### src/rtl/i2s_rx_pkg.sv
`timescale 1ns/1ps
package i2s_rx_pkg;
  typedef enum logic [1:0] {
    CLS_NONE  = 2'd0,
    CLS_SHORT = 2'd1,
    CLS_LONG  = 2'd2
  } slot_cls_e;
endpackage

### src/rtl/i2s_align.sv
`timescale 1ns/1ps
// Re-times word select so the MSB coincides with the aligned transition.
module i2s_align (
  input  logic clk_i,
  input  logic rst_ni,
  input  logic ws_i,
  input  logic sd_i,
  input  logic dly_en_i,
  output logic sd_a_o,
  output logic edge_o,
  output logic prev_lvl_o
);
  logic       ws_d1_q;
  logic       ws_a;
  logic       ws_a_q;
  logic [1:0] prime_q;

  assign ws_a = dly_en_i ? ws_d1_q : ws_i;

  always_ff @(posedge clk_i or negedge rst_ni) begin
    if (!rst_ni) begin
      ws_d1_q <= 1'b0;
      ws_a_q  <= 1'b0;
      prime_q <= 2'd0;
    end else begin
      ws_d1_q <= ws_i;
      ws_a_q  <= ws_a;
      if (prime_q != 2'd2) prime_q <= prime_q + 2'd1;
    end
  end

  // compare only once both history stages hold sampled values
  assign edge_o     = (prime_q == 2'd2) && (ws_a != ws_a_q);
  assign prev_lvl_o = ws_a_q;
  assign sd_a_o     = sd_i;
endmodule

### src/rtl/i2s_slot_meter.sv
`timescale 1ns/1ps
module i2s_slot_meter
  import i2s_rx_pkg::*;
#(
  parameter int unsigned WORD_W  = 32,
  parameter int unsigned SHORT_N = 16,
  parameter int unsigned LONG_N  = 32
) (
  input  logic              clk_i,
  input  logic              rst_ni,
  input  logic              edge_i,
  input  logic              sd_i,
  output logic              done_o,
  output slot_cls_e         cls_o,
  output logic [WORD_W-1:0] word_o
);
  localparam int unsigned CNT_W   = $clog2(LONG_N) + 2;
  localparam logic [CNT_W-1:0] CNT_MAX = '1;
  localparam int unsigned PAD_W   = WORD_W - SHORT_N;

  logic [CNT_W-1:0]  cnt_q;
  logic [WORD_W-1:0] sh_q;
  logic              started_q;

  always_ff @(posedge clk_i or negedge rst_ni) begin
    if (!rst_ni) begin
      cnt_q     <= '0;
      sh_q      <= '0;
      started_q <= 1'b0;
    end else if (edge_i) begin
      cnt_q     <= CNT_W'(1);
      sh_q      <= {{(WORD_W-1){1'b0}}, sd_i};
      started_q <= 1'b1;
    end else begin
      if (cnt_q != CNT_MAX) cnt_q <= cnt_q + CNT_W'(1);
      sh_q <= {sh_q[WORD_W-2:0], sd_i};
    end
  end

  // first edge after reset only opens a slot
  assign done_o = edge_i && started_q;

  always_comb begin
    if (cnt_q == CNT_W'(SHORT_N))     cls_o = CLS_SHORT;
    else if (cnt_q == CNT_W'(LONG_N)) cls_o = CLS_LONG;
    else                              cls_o = CLS_NONE;
  end

  generate
    if (PAD_W > 0) begin : g_pad
      assign word_o = (cls_o == CLS_SHORT) ? {sh_q[SHORT_N-1:0], {PAD_W{1'b0}}} : sh_q;
    end else begin : g_nopad
      assign word_o = sh_q;
    end
  endgenerate
endmodule

### src/rtl/i2s_pair_asm.sv
`timescale 1ns/1ps
module i2s_pair_asm
  import i2s_rx_pkg::*;
#(
  parameter int unsigned WORD_W = 32
) (
  input  logic              clk_i,
  input  logic              rst_ni,
  input  logic              done_i,
  input  slot_cls_e         cls_i,
  input  logic [WORD_W-1:0] word_i,
  input  logic              lvl_i,
  input  logic              pol_i,
  output logic [WORD_W-1:0] left_o,
  output logic [WORD_W-1:0] right_o,
  output logic              valid_o,
  output logic              mode32_o,
  output logic              fmt_err_o
);
  slot_cls_e         prev_cls_q;
  logic [WORD_W-1:0] lbuf_q;
  logic              lflag_q;
  logic              accept;
  logic              is_left;

  assign is_left = (lvl_i == pol_i);
  assign accept  = done_i && (cls_i != CLS_NONE) && (cls_i == prev_cls_q);

  always_ff @(posedge clk_i or negedge rst_ni) begin
    if (!rst_ni) begin
      prev_cls_q <= CLS_NONE;
      lbuf_q     <= '0;
      lflag_q    <= 1'b0;
      left_o     <= '0;
      right_o    <= '0;
      valid_o    <= 1'b0;
      mode32_o   <= 1'b0;
      fmt_err_o  <= 1'b0;
    end else begin
      valid_o   <= 1'b0;
      fmt_err_o <= done_i && (cls_i == CLS_NONE);
      if (done_i) prev_cls_q <= cls_i;
      if (accept) begin
        mode32_o <= (cls_i == CLS_LONG);
        if (is_left) begin
          lbuf_q  <= word_i;
          lflag_q <= 1'b1;
        end else if (lflag_q) begin
          left_o  <= lbuf_q;
          right_o <= word_i;
          valid_o <= 1'b1;
          lflag_q <= 1'b0;
        end
      end else if (done_i) begin
        lflag_q <= 1'b0;
      end
    end
  end
endmodule

### src/rtl/i2s_autofmt_rx.sv
`timescale 1ns/1ps
module i2s_autofmt_rx
  import i2s_rx_pkg::*;
#(
  parameter int unsigned WORD_W  = 32,
  parameter int unsigned SHORT_N = 16,
  parameter int unsigned LONG_N  = 32
) (
  input  logic              clk_i,
  input  logic              rst_ni,
  input  logic              ws_i,
  input  logic              sd_i,
  input  logic              ws_pol_i,
  input  logic              msb_dly_i,
  output logic [WORD_W-1:0] left_o,
  output logic [WORD_W-1:0] right_o,
  output logic              valid_o,
  output logic              mode32_o,
  output logic              fmt_err_o
);
  logic              sd_a;
  logic              ws_edge;
  logic              prev_lvl;
  logic              slot_done;
  slot_cls_e         slot_cls;
  logic [WORD_W-1:0] slot_word;

  i2s_align u_align (
    .clk_i      (clk_i),
    .rst_ni     (rst_ni),
    .ws_i       (ws_i),
    .sd_i       (sd_i),
    .dly_en_i   (msb_dly_i),
    .sd_a_o     (sd_a),
    .edge_o     (ws_edge),
    .prev_lvl_o (prev_lvl)
  );

  i2s_slot_meter #(
    .WORD_W  (WORD_W),
    .SHORT_N (SHORT_N),
    .LONG_N  (LONG_N)
  ) u_meter (
    .clk_i  (clk_i),
    .rst_ni (rst_ni),
    .edge_i (ws_edge),
    .sd_i   (sd_a),
    .done_o (slot_done),
    .cls_o  (slot_cls),
    .word_o (slot_word)
  );

  i2s_pair_asm #(
    .WORD_W (WORD_W)
  ) u_pair (
    .clk_i     (clk_i),
    .rst_ni    (rst_ni),
    .done_i    (slot_done),
    .cls_i     (slot_cls),
    .word_i    (slot_word),
    .lvl_i     (prev_lvl),
    .pol_i     (ws_pol_i),
    .left_o    (left_o),
    .right_o   (right_o),
    .valid_o   (valid_o),
    .mode32_o  (mode32_o),
    .fmt_err_o (fmt_err_o)
  );
endmodule

### config.mk
export PLATFORM = sky130hd
export DESIGN_NAME = i2s_autofmt_rx
export DESIGN_NICKNAME = d
export VERILOG_FILES = /design/src/rtl/i2s_rx_pkg.sv /design/src/rtl/i2s_align.sv /design/src/rtl/i2s_slot_meter.sv /design/src/rtl/i2s_pair_asm.sv /design/src/rtl/i2s_autofmt_rx.sv
export SDC_FILE = /design/constraint.sdc
export NUM_CORES = 1
export LEC_CHECK = 0
export ABC_AREA = 1
export ABC_CLOCK_PERIOD_IN_PS = 1600
export BUFFER_PORTS_ARGS = -buffer_cell sky130_fd_sc_hd__buf_2
export CAP_MARGIN = 20
export CORE_MARGIN = 1.5
export CORE_UTILIZATION = 52
export CTS_CLUSTER_DIAMETER = 30
export DETAILED_ROUTE_END_ITERATION = 12
export GPL_TIMING_DRIVEN = 0
export PLACE_DENSITY = 0.75
export SYNTH_ARGS = -nofsm -noshare
export SYNTH_HDL_FRONTEND = slang
export SYNTH_SLANG_ARGS = --single-unit
### constraint.sdc
create_clock -name clk_i -period 1.6 [get_ports clk_i]
set_input_delay 0.32 -clock clk_i [delete_from_list [all_inputs] [get_ports clk_i]]
set_output_delay 0.32 -clock clk_i [all_outputs]
set_load 0.02 [all_outputs]
After elaboration in Yosys (flattened, before gate mapping)
Cells that the tools add are included.
{"block": "totals", "out_inout_bits": 67, "elab_cells": 51, "ff_bits": 146, "input_bits": 6, "latchBits": 0, "ram_bits": 0, "memories": 0, "romBits": 0}
{"block": "classes", "n_reduce_logical": 11, "shift": 0, "add_sub_neg": 2, "n_eq_ne": 10, "n_mux": 13, "bitwise_logic": 1, "n_div": 0, "multipliers": 0, "order_cmp": 0}
{"op": "32-bit 2-to-1 mux", "n": 2}
{"op": "7-bit 2-to-1 mux", "n": 2}
{"op": "7-bit by 1-bit adder with 7-bit output (second input constant)", "n": 1}
{"op": "7-bit by 5-bit equality test with 1-bit output (second input constant)", "n": 1}
{"op": "7-bit by 6-bit equality test with 1-bit output (second input constant)", "n": 1}
{"op": "1-bit 2-to-1 mux", "n": 7}
{"op": "7-bit != test (second input constant)", "n": 1}
{"op": "2-bit nonzero test", "n": 3}
{"op": "1-bit logical AND", "n": 5}
{"op": "2-bit equality test (second input constant)", "n": 2}
{"op": "2-bit 2-to-1 mux", "n": 2}
{"op": "3-bit AND reduction", "n": 1}
{"op": "2-bit by 1-bit adder with 2-bit output (second input constant)", "n": 1}
{"op": "2-bit by 1-bit equality test with 1-bit output (second input constant)", "n": 1}
{"op": "2-bit equality test", "n": 1}
{"op": "2-bit zero test", "n": 1}
{"op": "2-bit != test (second input constant)", "n": 1}
{"op": "2-bit AND reduction", "n": 1}
{"op": "1-bit equality test", "n": 1}
{"op": "1-bit != test", "n": 1}
{"op": "1-bit NOT", "n": 1}

Longest topological paths before layout
Gate-level depths: netlist of run 1.
{"block": "logic_depth", "ltp_word": 7, "ltp_mapped": 13, "ltp_nobuf": 12}

Cells and area by module
Synthesis of run 1 repeated with hierarchy kept, for this count alone.
{"block": "unflattened", "hier_cells": 693, "hier_area_um2": 6200.9}
{"mod": "i2s_pair_asm", "area_each_um2": 4126.5, "n_inst": 1, "seq_area_each_um2": 2552.4, "cells_each": 458}
{"mod": "i2s_slot_meter", "area_each_um2": 1879.3, "n_inst": 1, "seq_area_each_um2": 1001.0, "cells_each": 211}
{"mod": "i2s_align", "area_each_um2": 195.2, "n_inst": 1, "seq_area_each_um2": 100.1, "cells_each": 24}

Worst setup path after synthesis of run 1
OpenSTA, ideal clock, no wires.
{"block": "synth_timing", "kind": "register to register", "from": "register u_meter.cnt_q[0]", "to": "register u_pair.right_o[22]", "required_time_ps": 1483, "synth_period_minus_slack_ps": 1728, "setup_slack_ps": -128, "setup_ps": 117, "path_stages_with_launch": 13, "arrival_time_ps": 1611, "path_buffers": 3, "cell_sequence": "dfrtp_1 -> inv_1 -> ha_1 -> nand2_2 -> nor2_2 -> buf_4 -> nor2_1 -> a21oi_2 -> nand4_1 -> buf_4 -> buf_6 -> nand2_1 -> nand2_1"}
{"block": "synth_between", "elab_chain_cells": 7, "word_cells_on_any_way": 11, "classes_between": "eq/ne: 4; mux: 3; reduce/logical: 4"}
{"item": "start, declared", "line_no": "i2s_slot_meter.sv:21", "source": "logic [CNT_W-1:0] cnt_q;"}
{"item": "start signal, assigned", "line_no": "i2s_slot_meter.sv:35", "source": "if (cnt_q != CNT_MAX) cnt_q <= cnt_q + CNT_W'(1);"}
{"item": "7-bit by 6-bit equality test with 1-bit output", "line_no": "i2s_slot_meter.sv:45", "source": "else if (cnt_q == CNT_W'(LONG_N)) cls_o = CLS_LONG;"}
{"item": "2-bit 2-to-1 mux", "line_no": "i2s_slot_meter.sv:45"}
{"item": "2-bit 2-to-1 mux *", "line_no": "i2s_slot_meter.sv:44", "source": "if (cnt_q == CNT_W'(SHORT_N)) cls_o = CLS_SHORT;"}
{"item": "2-bit nonzero test", "line_no": "i2s_pair_asm.sv:27", "source": "assign accept = done_i && (cls_i != CLS_NONE) && (cls_i == prev_cls_q);"}
{"item": "1-bit logical AND (2 in a row)", "line_no": "i2s_pair_asm.sv:27"}
{"item": "3-bit AND reduction (no line)"}
{"item": "end signal, assigned", "line_no": "i2s_pair_asm.sv:50", "source": "right_o <= word_i;"}
{"item": "end, declared", "line_no": "i2s_pair_asm.sv:15", "source": "output logic [WORD_W-1:0] right_o,"}
Every way passes the cells marked *; elsewhere a longest branch is shown, timed or not.
A chain may end at the register's enable or synchronous reset.

Final worst setup path of run 1
{"block": "layout_timing", "from": "register u_meter.cnt_q[1]", "to": "register u_pair.right_o[27]"}
The elaborated chain is that of the path after synthesis.

==> results of run 1 <==
sequential cells by signal, indices dropped and copies added (netlist names):
name	flops
u_pair.lflag_q	1
u_meter.started_q	1
u_align.prime_q	2
u_pair.prev_cls_q	2
u_meter.sh_q	32
u_pair.mode32_o	1
u_align.ws_d1_q	1
u_pair.left_o	32
u_pair.fmt_err_o	1
u_meter.cnt_q	7
u_pair.valid_o	1
u_align.prev_lvl_o	1
u_pair.lbuf_q	32
u_pair.right_o	32
per-stage QoR:
step | setup TNS, ps | power, mW | worst slack, ps | utilization (%)
final | -27290 | 8.05 | -337 | 69.4
after global routing | -35830 | 8.30 | -422 | 69.4
after CTS | -23070 | 8.06 | -287 | 66.6
after detailed placement | -36670 | 4.20 | -517 | 59.4
after global placement | -280480 | 4.17 | -1700 | 59.1
after floorplan | -1260 | 4.03 | -20.3 | -
worst reg2reg max path: stages, from the launching register on:
cell and delay (ps):
dfrtp_1 400, inv_2 90, ha_4 160, nand2_2 70, nor2_4 150, nand2_4 100
nand2_2 110, nand2_2 70, nor2_4 120, buf_6 140, buf_12 140, buf_8 110
nand4_1 100, nand2_1 110
logic make-up (layout without fill, tap and decap cells):
| kind of cell | after synthesis | count (layout) | share of synthesized area (%) |
|---|---|---|---|
| and+or+nand+nor | 414 | 415 | 29.7 |
| adders and majority gates | 3 | 3 | 0.599 |
| buffers and inverters | 113 | 250 | 8.76 |
| DFF | 146 | 146 | 58.2 |
| xor gates and xnor gates | 2 | 2 | 0.279 |
| AOI/OAI and AO/OA | 28 | 28 | 2.39 |
cells in the mapped netlist, drive strengths merged:
cell	n	share of area, %
a21oi	1	0.14
inv	64	3.8
nand3b	1	0.12
nand3	10	0.88
buf	30	3.8
nand2	272	16
nand4	98	9.8
xnor2	2	0.28
ha	3	0.60
nor2	30	2.3
dfrtp	146	58
clkbuf	19	1.1
nor3	3	0.24
o21ai	25	2.0
o211a	1	0.16
a31oi	1	0.10
placed cells by master, fill, tap and decap left out, drive strengths merged, types with 3 or more instances in the layout:
| master | count |
|---|---|
| nor3 | 3 |
| nor2 | 30 |
| buf | 132 |
| nand4 | 98 |
| nand2 | 272 |
| clkinv | 6 |
| nand3 | 11 |
| clkbuf | 42 |
| ha | 3 |
| dfrtp | 146 |
| inv | 64 |
| o21ai | 25 |
power groups by stage:
stage               registers (mW)  logic (mW)  clock network, mW
global placement              3.81       0.359                  0
finish                        3.75       0.477               3.82
global route                  3.75       0.524               4.03
detailed placement            3.81       0.383                  0
CTS                           3.75       0.438               3.88
floorplan                     3.81       0.214                  0
how the worst max path moves through the flow:
stage / startpoint / endpoint / slack, ps / cells past startpoint
final: u_meter.cnt_q[1] / u_pair.right_o[27] / -340 / 13
after global routing: u_meter.cnt_q[1] / u_pair.right_o[27] / -420 / 13
after CTS: u_meter.cnt_q[0] / u_pair.left_o[22] / -290 / 13
after detailed placement: u_align.prime_q[0] / u_pair.right_o[16] / -520 / 8
after global placement: rst_ni / u_meter.sh_q[8] / -1700 / 1
after floorplan: u_meter.cnt_q[0] / u_pair.lbuf_q[0] / -20 / 12
cell type report:
cell class | count | area, um^2
Buffer | 47 | 354
Clock buffer | 22 | 464
Clock inverter | 10 | 109
Fill cell | 904 | 3560
Inverter | 64 | 240
Multi-Input combinational cell | 448 | 2340
Sequential cell | 146 | 3650
Tap cell | 143 | 179
Timing Repair Buffer | 107 | 716
repair_timing:
| item | 4_1_cts | 5_1_grt |
|---|---|---|
| setup buffers | 17 | 9 |
| setup endpoints to repair | 103 | 105 |
| resized for setup | 38 | 82 |
| gates cloned | 4 | 5 |
| pin swaps | 24 | 16 |
| hold buffers | 2 | 0 |
| hold endpoints to repair | 70 | 0 |
metal layers:
| metal | global-route usage [%] | vias to the layer above |
|---|---|---|
| li1 | - | 2537 |
| met1 | 34.9 | 2517 |
| met2 | 42.4 | 203 |
| met3 | 5.73 | 36 |
| met4 | 10.8 | 0 |
| met5 | 0 | - |
==> metrics.txt, run 1 <==
status=finished with violations; failing checks=negative setup slack; Initial Util=54.0%; fin nets=840; TritonCTS clock tree=yes; wire length of the first global-routing pass=25.8 mm; FF-to-FF setup slack=-340 ps; Setup Skew=9.49 ps; combinational power share=5.9%; Std-Cell Rows=39; Worst path slowest cell=dfrtp_1; largest net degree at the start of global routing=78; static leakage=4.57 nW; Syn Area/Cell=8.88 um^2; total track usage=26.3%; crit share post-route=121%; reg2reg end=u_pair.right_o[27]; Residual DRC=0; Min-Delay Path Class=in -> reg; Post-Syn Nets=715; Chip Width=113 um; DRT Wirelength=16.4 mm; via count=5293; initial antenna violation count=0; CP top delay family=simple AND/OR/NAND/NOR gates; I/O pins=73; cell internal pwr=6.23 mW; average wire per standard cell=16.6 um; sequential group share of total power=46.6%; clock latency on the worst-skew pair=420 ps; Final setup viols=102; number of global-route vias before repair=5179; final non-filler cell total=987; DP Area=6890 um^2; die height=113 um; synthesized cell area=6270 um^2; WHS Endpoint=u_align.ws_d1_q; global placer's final weighted congestion=0.892; clock group share of total power=47.5%; Antenna diodes=0; CTS buffer count=17; DP HPWL=11.1 mm; sequential area share after synthesis=58.2%; WL met2=7.99 mm; worst reg2reg startpoint=u_meter.cnt_q[1]; worst vdd rail ir drop=0.000658 V; CP max stage delay=400 ps; Critical Path Source Type=flip-flop; WL met3=978 um; hold_sp=ws_i; crit end category=flip-flop; Reg clk slew, reported paths=60 ps; Highest Clock Rate=0.516 GHz; PortBufs=72; Post-Route M1 WL=6.96 mm; relative slew slack=57.7%; synthesis-to-finish area growth=28.4%; Min Hold Slack=24.1 ps; CTS HTree Levels=4; CP required=1950 ps; R2R depth=13; fin worst setup slack=-337 ps; post-route design area=8060 um^2; worst path cell trace=inv_2, ha_4, nand2_2, nor2_4, nand2_4, nand2_2, nand2_2, nor2_4, buf_6, buf_12, buf_8, nand4_1, nand2_1; cell area power density=999 nW/um^2; Distinct cells, synth=25; max-slew violations=0; vias per cell=5.36; First-pass DRT Iterations=5; min Tclk post-route=1940 ps; most used cell, CP=nand2_2; layout cells sized above 1=30.3%; Sink Count=146; Max FO, Critical Path=6; RSZ-0062 raised after global routing=yes; Hold Vio Cnt, Final=0; WS Path Type=reg -> reg; Post-Syn Instances=706; hold path depth=1; Max clock buf depth=2; Psw=1.82 mW; DR iter-0 viols=436; YS warnings=0; clk root buf=clkbuf_16; CP bufs+invs=4; uppermost layer routed=met4; CORE AREA=11600 um^2; total die area=12700 um^2; antenna viol nets, final=0; post-placement cell count=922; total of max-cap violations=0; Sw Share=22.6%; slew at the pin with the worst max-slew slack=635 ps; Arrival @ worst endpoint=2280 ps; total congestion overflow=0; synthesized flop and latch total=146
Power figures use the tool's default switching activity.
==> run 2: changes to the inputs <==
--- a/config.mk
+++ b/config.mk
@@ -5,7 +5,6 @@
 export SDC_FILE = /design/constraint.sdc
 export NUM_CORES = 1
 export LEC_CHECK = 0
-export ABC_AREA = 1
 export ABC_CLOCK_PERIOD_IN_PS = 1600
 export BUFFER_PORTS_ARGS = -buffer_cell sky130_fd_sc_hd__buf_2
 export CAP_MARGIN = 20
@@ -14,7 +13,7 @@
 export CTS_CLUSTER_DIAMETER = 30
 export DETAILED_ROUTE_END_ITERATION = 12
 export GPL_TIMING_DRIVEN = 0
-export PLACE_DENSITY = 0.75
+export PLACE_DENSITY = 0.76
 export SYNTH_ARGS = -nofsm -noshare
 export SYNTH_HDL_FRONTEND = slang
 export SYNTH_SLANG_ARGS = --single-unit
==> run 2 against run 1 <==
Against the previous run:
- the flow still finishes with violations (negative setup slack)
- hold slack got worse by 0.55 ps
- fmax fell by 11%
- register-to-register slack lost 240 ps
- critical path type unchanged
- cell area grew 0.17%
- critical path depth is 3 lower
- largest power group unchanged
- sequential share of layout area fell by 0.093 points
==> metrics.txt, run 2 <==
synth top area cells=dfrtp_1 62%, mux2_2 12%, mux2_1 7.7%; Setup Skew=6.84 ps (-2.64 ps); mux contribution to synthesized area=22.8% (+23 points); Post-synth EDFFs=0 (unchanged); DRT Wirelength=13.5 mm (-18%); wire length of the first global-routing pass=20.0 mm (-22%); slew at the pin with the worst max-slew slack=570 ps (-65.0 ps); antenna viol nets, final=0 (unchanged); CP required=1890 ps (-60 ps); PortBufs=72 (unchanged); synthesized cell area=5880 um^2 (-6.2%); crit share post-route=136% (+15 points); commonest non-fill, non-tap cell in the layout=dfrtp_1; layout cells sized above 1=54.7% (+24 points); DR iter-0 viols=250 (-43%); area share of xor/xnor cells in the synthesized design=0.893% (+0.61 points); number of global-route vias before repair=3684 (-29%); crit end category=flip-flop; I/O pins=73 (unchanged); vias per cell=5.30 (-1.1%); static leakage=4.08 nW (-11%); fin nets=519 (-38%); Min-Delay Path Class=in -> reg; Critical Path Source Type=flip-flop; Sink Count=146 (unchanged); Arrival @ worst endpoint=2470 ps (+190 ps); Final setup viols=102 (unchanged); clock latency on the worst-skew pair=410 ps (about the same); Post-Syn Instances=387 (-45%); Reg clk slew, reported paths=60 ps (about the same); Syn Area/Cell=15.2 um^2 (+71%); Residual DRC=0 (unchanged); total die area=12000 um^2 (-6.0%); Chip Width=109 um (-3.1%); global placer's final weighted congestion=0.750 (-16%); Std-Cell Rows=38 (-2.6%); cell area power density=1050 nW/um^2 (+5.5%); Max clock buf depth=2 (unchanged); relative slew slack=62.0% (+4.3 points); total of max-cap violations=0 (unchanged); Tot Pwr=8.51 mW (+5.6%); worst vdd rail ir drop=0.000824 V (+25%); synthesis-to-finish area growth=37.1%; Min Hold Slack=23.6 ps (-0.547 ps); Main synth FF type=dfrtp_1; DP Area=6640 um^2 (-3.7%); largest net degree at the start of global routing=87 (+12%); First-pass DRT Iterations=4 (-1); area fraction of the dominant cell type after synthesis=62.1% (+3.8 points); initial antenna violation count=0 (unchanged); min Tclk post-route=2180 ps (+240 ps); DP HPWL=7.45 mm (-33%); Antenna diodes=0 (unchanged); via count=3515 (-34%); FILL cells=669 (-26%); most frequent cells in the layout=146 x dfrtp_1, 93 x mux2_4, 72 x buf_2; sequential area share after synthesis=62.1% (+3.8 points); fraction of registers with async set/reset=100% (unchanged); Setup WS pre-CTS=-685 ps (-168 ps); leading area contributor after synthesis=dfrtp_1; die height=109 um (-3.1%); CORE AREA=10900 um^2 (-5.8%); WS Path Type=reg -> reg; TritonCTS clock tree=yes; CTS buffer count=17 (unchanged); Core Util, Final=73.8% (+4.4 points); simple-gate share of the synthesized area=8.80% (-21 points); largest family of logic cells by synthesized area=multiplexers; total congestion overflow=0 (unchanged); CTS HTree Levels=4 (unchanged); status=finished with violations; YS warnings=0 (unchanged); most frequent cell after synthesis=dfrtp_1; total track usage=22.8% (-3.5 points); RSZ-0062 raised after global routing=yes; synthesized flop and latch total=146 (unchanged); fin worst setup slack=-576 ps (-240 ps); Hold Vio Cnt, Final=0 (unchanged); clk root buf=clkbuf_16; Post-Syn Nets=396 (-45%); Initial Util=53.8% (-0.20 points); Synth Area in Adders=0.638% (+0.039 points); Highest Clock Rate=0.460 GHz (-11%); compound-cell area share of the yosys netlist=1.57% (-0.82 points); Distinct cells, synth=40 (+60%); commonest cells in the netlist=146 x dfrtp_1, 61 x mux2_2, 49 x and2_1; Max FO, Critical Path=10 (+4); failing checks=negative setup slack; max-slew violations=0 (unchanged); post-route design area=8070 um^2 (+0.17%); average wire per standard cell=20.3 um (+23%)
run 2: path summary, 6_finish.rpt:
path / from / to / slack (ps) / cells after the start
setup reg to reg: u_meter.cnt_q[1] / u_pair.right_o[7] / -580 / 10
setup / recovery: u_meter.cnt_q[1] / u_pair.right_o[7] / -580 / 10
max in group asynchronous: rst_ni / u_pair.valid_o / 340 / 3
min in group asynchronous: rst_ni / u_pair.left_o[15] / 450 / 2
hold reg to reg: u_meter.sh_q[24] / u_meter.sh_q[25] / 480 / 1
hold / removal: sd_i / u_meter.sh_q[0] / 20 / 1
run 2: repair_timing:
action | CTS | global route
pin swaps | 2 | 2
endpoints found under the setup margin | 101 | 134
buffers inserted | 18 | 6
cloned | 2 | 7
hold buffers | 1 | 0
resized for setup | 65 | 42
endpoints found under the hold margin | 60 | 0
run 2: final cells by class:
type | count | area [um^2] | share of cell area [%]
flip-flops and latches | 146 | 3650 | 45.3
multi-input cells | 217 | 2490 | 30.8
repair buffers | 105 | 858 | 10.6
clock buffers | 21 | 440 | 5.46
plain buffers | 17 | 249 | 3.09
clock inverters | 11 | 185 | 2.29
well taps | 140 | 175 | 2.17
inverters | 6 | 22.5 | 0.279
run 2: logic make-up after synthesis:
kind of cell | count (synthesis)
XOR/XNOR | 6
flip-flops | 146
AO/OA/AOI/OAI | 13
buffers and inverters | 24
AND/OR/NAND/NOR | 80
multiplexers | 115
adder cells (fa/ha/maj) | 3
run 2: through the flow:
step	setup TNS [ps]	instances
final	-52350	663
after global routing	-58890	663
after CTS	-41790	652
after detailed placement	-63010	600
after global placement	-312900	599
after floorplan	-34570	387
run 2: metal layers:
metal / part of all wire, % / track usage, % / vias up
met3: 3.2 / 4.92 / 13
met1: 45 / 29.7 / 1836
li1: - / - / 1589
met5: 0 / 0 / -
met4: 1.2 / 7.42 / 0
met2: 51 / 38.3 / 77
run 2: critical path: stages, from the launching register on:
cell	delay, ps
dfrtp_1	400
inv_2	90
ha_4	130
nor4b_4	250
buf_4	190
o21ai_4	80
nor3_4	170
buf_6	150
buf_12	150
buf_12	160
mux2_4	310
run 2: where the power goes:
| part | internal (mW) | switching, mW |
|---|---|---|
| combinational | 0.194 | 0.271 |
| clock | 2.76 | 1.50 |
| sequential | 3.74 | 0.0534 |
==> run 3: changes to the inputs <==
--- a/config.mk
+++ b/config.mk
@@ -8,12 +8,12 @@
 export ABC_CLOCK_PERIOD_IN_PS = 1600
 export BUFFER_PORTS_ARGS = -buffer_cell sky130_fd_sc_hd__buf_2
 export CAP_MARGIN = 20
+export CORE_ASPECT_RATIO = 2
 export CORE_MARGIN = 1.5
-export CORE_UTILIZATION = 52
+export CORE_UTILIZATION = 35
 export CTS_CLUSTER_DIAMETER = 30
 export DETAILED_ROUTE_END_ITERATION = 12
 export GPL_TIMING_DRIVEN = 0
-export PLACE_DENSITY = 0.76
 export SYNTH_ARGS = -nofsm -noshare
 export SYNTH_HDL_FRONTEND = slang
 export SYNTH_SLANG_ARGS = --single-unit
==> constraint.sdc (replaced) <==
create_clock -name clk_i -period 1.6 [get_ports clk_i]
set_input_delay 0.32 -clock clk_i [delete_from_list [all_inputs] [get_ports clk_i]]
set_output_delay 0.32 -clock clk_i [all_outputs]
set_load 0.05 [all_outputs]
==> run 3 against run 2 <==
Against the previous run:
- the run still ends with negative setup slack left
- register-to-register slack improved by 140 ps
- cell count increased by 8.3%
- cell area decreased by 2.3%
- critical path depth decreased by 1
- total power decreased by 2.6%
- hold slack improved by 37 ps
- first-iteration DRC count decreased by 30%
- sequential share of layout area increased by 1.1 points
- largest cell class unchanged
- largest power group unchanged
==> metrics.txt, run 3 (same netlist as run 2, synthesis figures left out) <==
most frequent cells in the layout=146 x dfrtp_1, 87 x mux2_4, 71 x buf_2; fin worst setup slack=-440 ps (+137 ps); sequential group share of total power=45.7% (+1.1 points); layout cells sized above 1=53.3% (-1.4 points); fin nets=510 (-1.7%); average wire per standard cell=18.7 um (-8.1%); combinational power share=5.4% (about the same); post-placement cell count=664 (+11%); synthesis-to-finish area growth=34.0%; crit end category=flip-flop; Sw Share=22.6% (+1.2 points); WS Path Type=reg -> reg; clk root buf=clkbuf_16; Psw=1.87 mW (+2.9%); total track usage=16.4% (-6.4 points); Arrival @ worst endpoint=2330 ps (-140 ps); Critical Path Source Type=flip-flop; RSZ-0062 raised after global routing=yes; worst path cell trace=inv_2, ha_4, nor4b_4, buf_4, o21ai_4, nor3_4, buf_12, clkbuf_16, mux2_4; total die area=17600 um^2 (+48%); clock group share of total power=48.9% (-1.1 points); R2R depth=9 (-1); total of max-cap violations=0 (unchanged); wire length of the first global-routing pass=21.5 mm (+7.5%); TritonCTS clock tree=yes; static leakage=3.95 nW (-3.1%); Reg clk slew, reported paths=60 ps (about the same); worst vdd rail ir drop=0.000637 V (-23%); Residual DRC=0 (unchanged); status=finished with violations; Highest Clock Rate=0.490 GHz (+6.7%); number of global-route vias before repair=3807 (+3.3%); post-route design area=7880 um^2 (-2.3%); Setup Skew=9.33 ps (+2.49 ps); die height=186 um (+70%); max-slew violations=0 (unchanged); PortBufs=72 (unchanged); CORE AREA=16400 um^2 (+50%); Hold Vio Cnt, Final=0 (unchanged); DRT Wirelength=13.4 mm (-0.43%); DR iter-0 viols=175 (-30%); Final setup viols=99 (-2.9%); CTS buffer count=17 (unchanged); CP required=1890 ps (about the same); Antenna diodes=0 (unchanged); cell internal pwr=6.42 mW (-4.0%); global placer's final weighted congestion=0.774 (+3.2%); Min-Delay Path Class=in -> reg; CTS HTree Levels=4 (unchanged); crit share post-route=127% (-8.5 points); via count=3383 (-3.8%); clock latency on the worst-skew pair=420 ps (about the same); worst reg2reg startpoint=u_meter.cnt_q[1]; hold_sp=ws_i; Sink Count=146 (unchanged); I/O pins=73 (unchanged); DP Area=6720 um^2 (+1.2%); failing checks=negative setup slack; relative slew slack=66.3% (+4.3 points); Worst path slowest cell=dfrtp_1; cell area power density=1050 nW/um^2 (-0.23%); total congestion overflow=0 (unchanged); First-pass DRT Iterations=4 (unchanged); hold path depth=1 (unchanged); Std-Cell Rows=66 (+74%); initial antenna violation count=0 (unchanged); largest net degree at the start of global routing=101 (+16%); FF-to-FF setup slack=-440 ps (+140 ps); vias per cell=4.71 (-11%); WHS Endpoint=u_align.ws_d1_q; final non-filler cell total=718 (+8.3%); Max clock buf depth=2 (unchanged); antenna viol nets, final=0 (unchanged); Initial Util=36.0% (-18 points); reg2reg end=u_pair.lbuf_q[10]; min Tclk post-route=2040 ps (-137 ps); commonest non-fill, non-tap cell in the layout=dfrtp_1; Max FO, Critical Path=7 (-3); Chip Width=94.7 um (-13%); DP HPWL=8.93 mm (+20%); CP max stage delay=400 ps (about the same); slew at the pin with the worst max-slew slack=505 ps (-64.4 ps)
-- run 3: cell types whose count changed in the layout (fill, tap and decap cells not counted), sizes merged --
cell	change
buf	-6
bufinv	-2
clkbuf	-6
clkinv	+2
clkinvlp	+2
dlygate4sd3	+1
-- run 3: per-layer routing --
layer	GRT usage [%]	wire, um	up-vias
met5	0	0	-
met3	3.02	286	18
li1	-	-	1555
met1	18.6	5180	1751
met4	8.15	353	0
met2	28.8	7610	59
-- run 3: critical path: cells and delay by family (launching register included) --
family | cells | cell delay (ps)
buf+inv | 4 | 620
flops | 1 | 400
simple gates | 2 | 380
mux | 1 | 300
fa+ha+maj | 1 | 120
compound gates | 1 | 90
-- run 3: per-stage QoR --
stage	TNS [ps]	total power, mW	utilization [%]	hold WS [ps]	setup slack (ps)
after floorplan	-34570	4.03	-	24.4	-400
after global placement	-320160	4.16	40.9	432	-1790
after detailed placement	-68730	4.19	41.1	286	-830
after CTS	-38060	8.34	47.4	25.6	-434
after global routing	-45420	8.60	48.2	39.9	-507
final	-38780	8.29	48.2	60.2	-440
-- run 3: power by group through the flow --
stage	clock network, mW	logic, mW	registers, mW
global placement	0	0.306	3.86
global route	4.30	0.505	3.79
detailed placement	0	0.327	3.86
finish	4.05	0.451	3.79
CTS	4.13	0.426	3.79
floorplan	0	0.174	3.86
-- run 3: final cells by class --
class,instances,area [um^2]
clock buffer,19,443
clock inverter,13,161
inverter,6,22.5
sequential,146,3650
timing repair buffer,96,661
buffer,17,248
fill,1417,8470
tap,204,255
multi-input combinational,217,2440
-- run 3: worst max-delay path by stage --
stage,endpoint,from,slack [ps],depth (start not counted)
floorplan,u_pair.right_o[10],u_align.prime_q[0],-400,8
global placement,u_pair.left_o[11],rst_ni,-1790,1
detailed placement,u_pair.lbuf_q[4],u_meter.cnt_q[0],-830,7
CTS,u_pair.lbuf_q[15],u_meter.cnt_q[0],-430,9
global route,u_pair.left_o[28],u_meter.cnt_q[0],-510,9
finish,u_pair.lbuf_q[10],u_meter.cnt_q[1],-440,9
-- run 3: timing repair --
action / CTS / global route
setup endpoints to repair: 107 / 134
pin swaps: 2 / 3
buffers inserted: 17 / 1
hold buffers: 2 / 0
endpoints found under the hold margin: 47 / 0
gates cloned: 2 / 1
resized for setup: 56 / 25
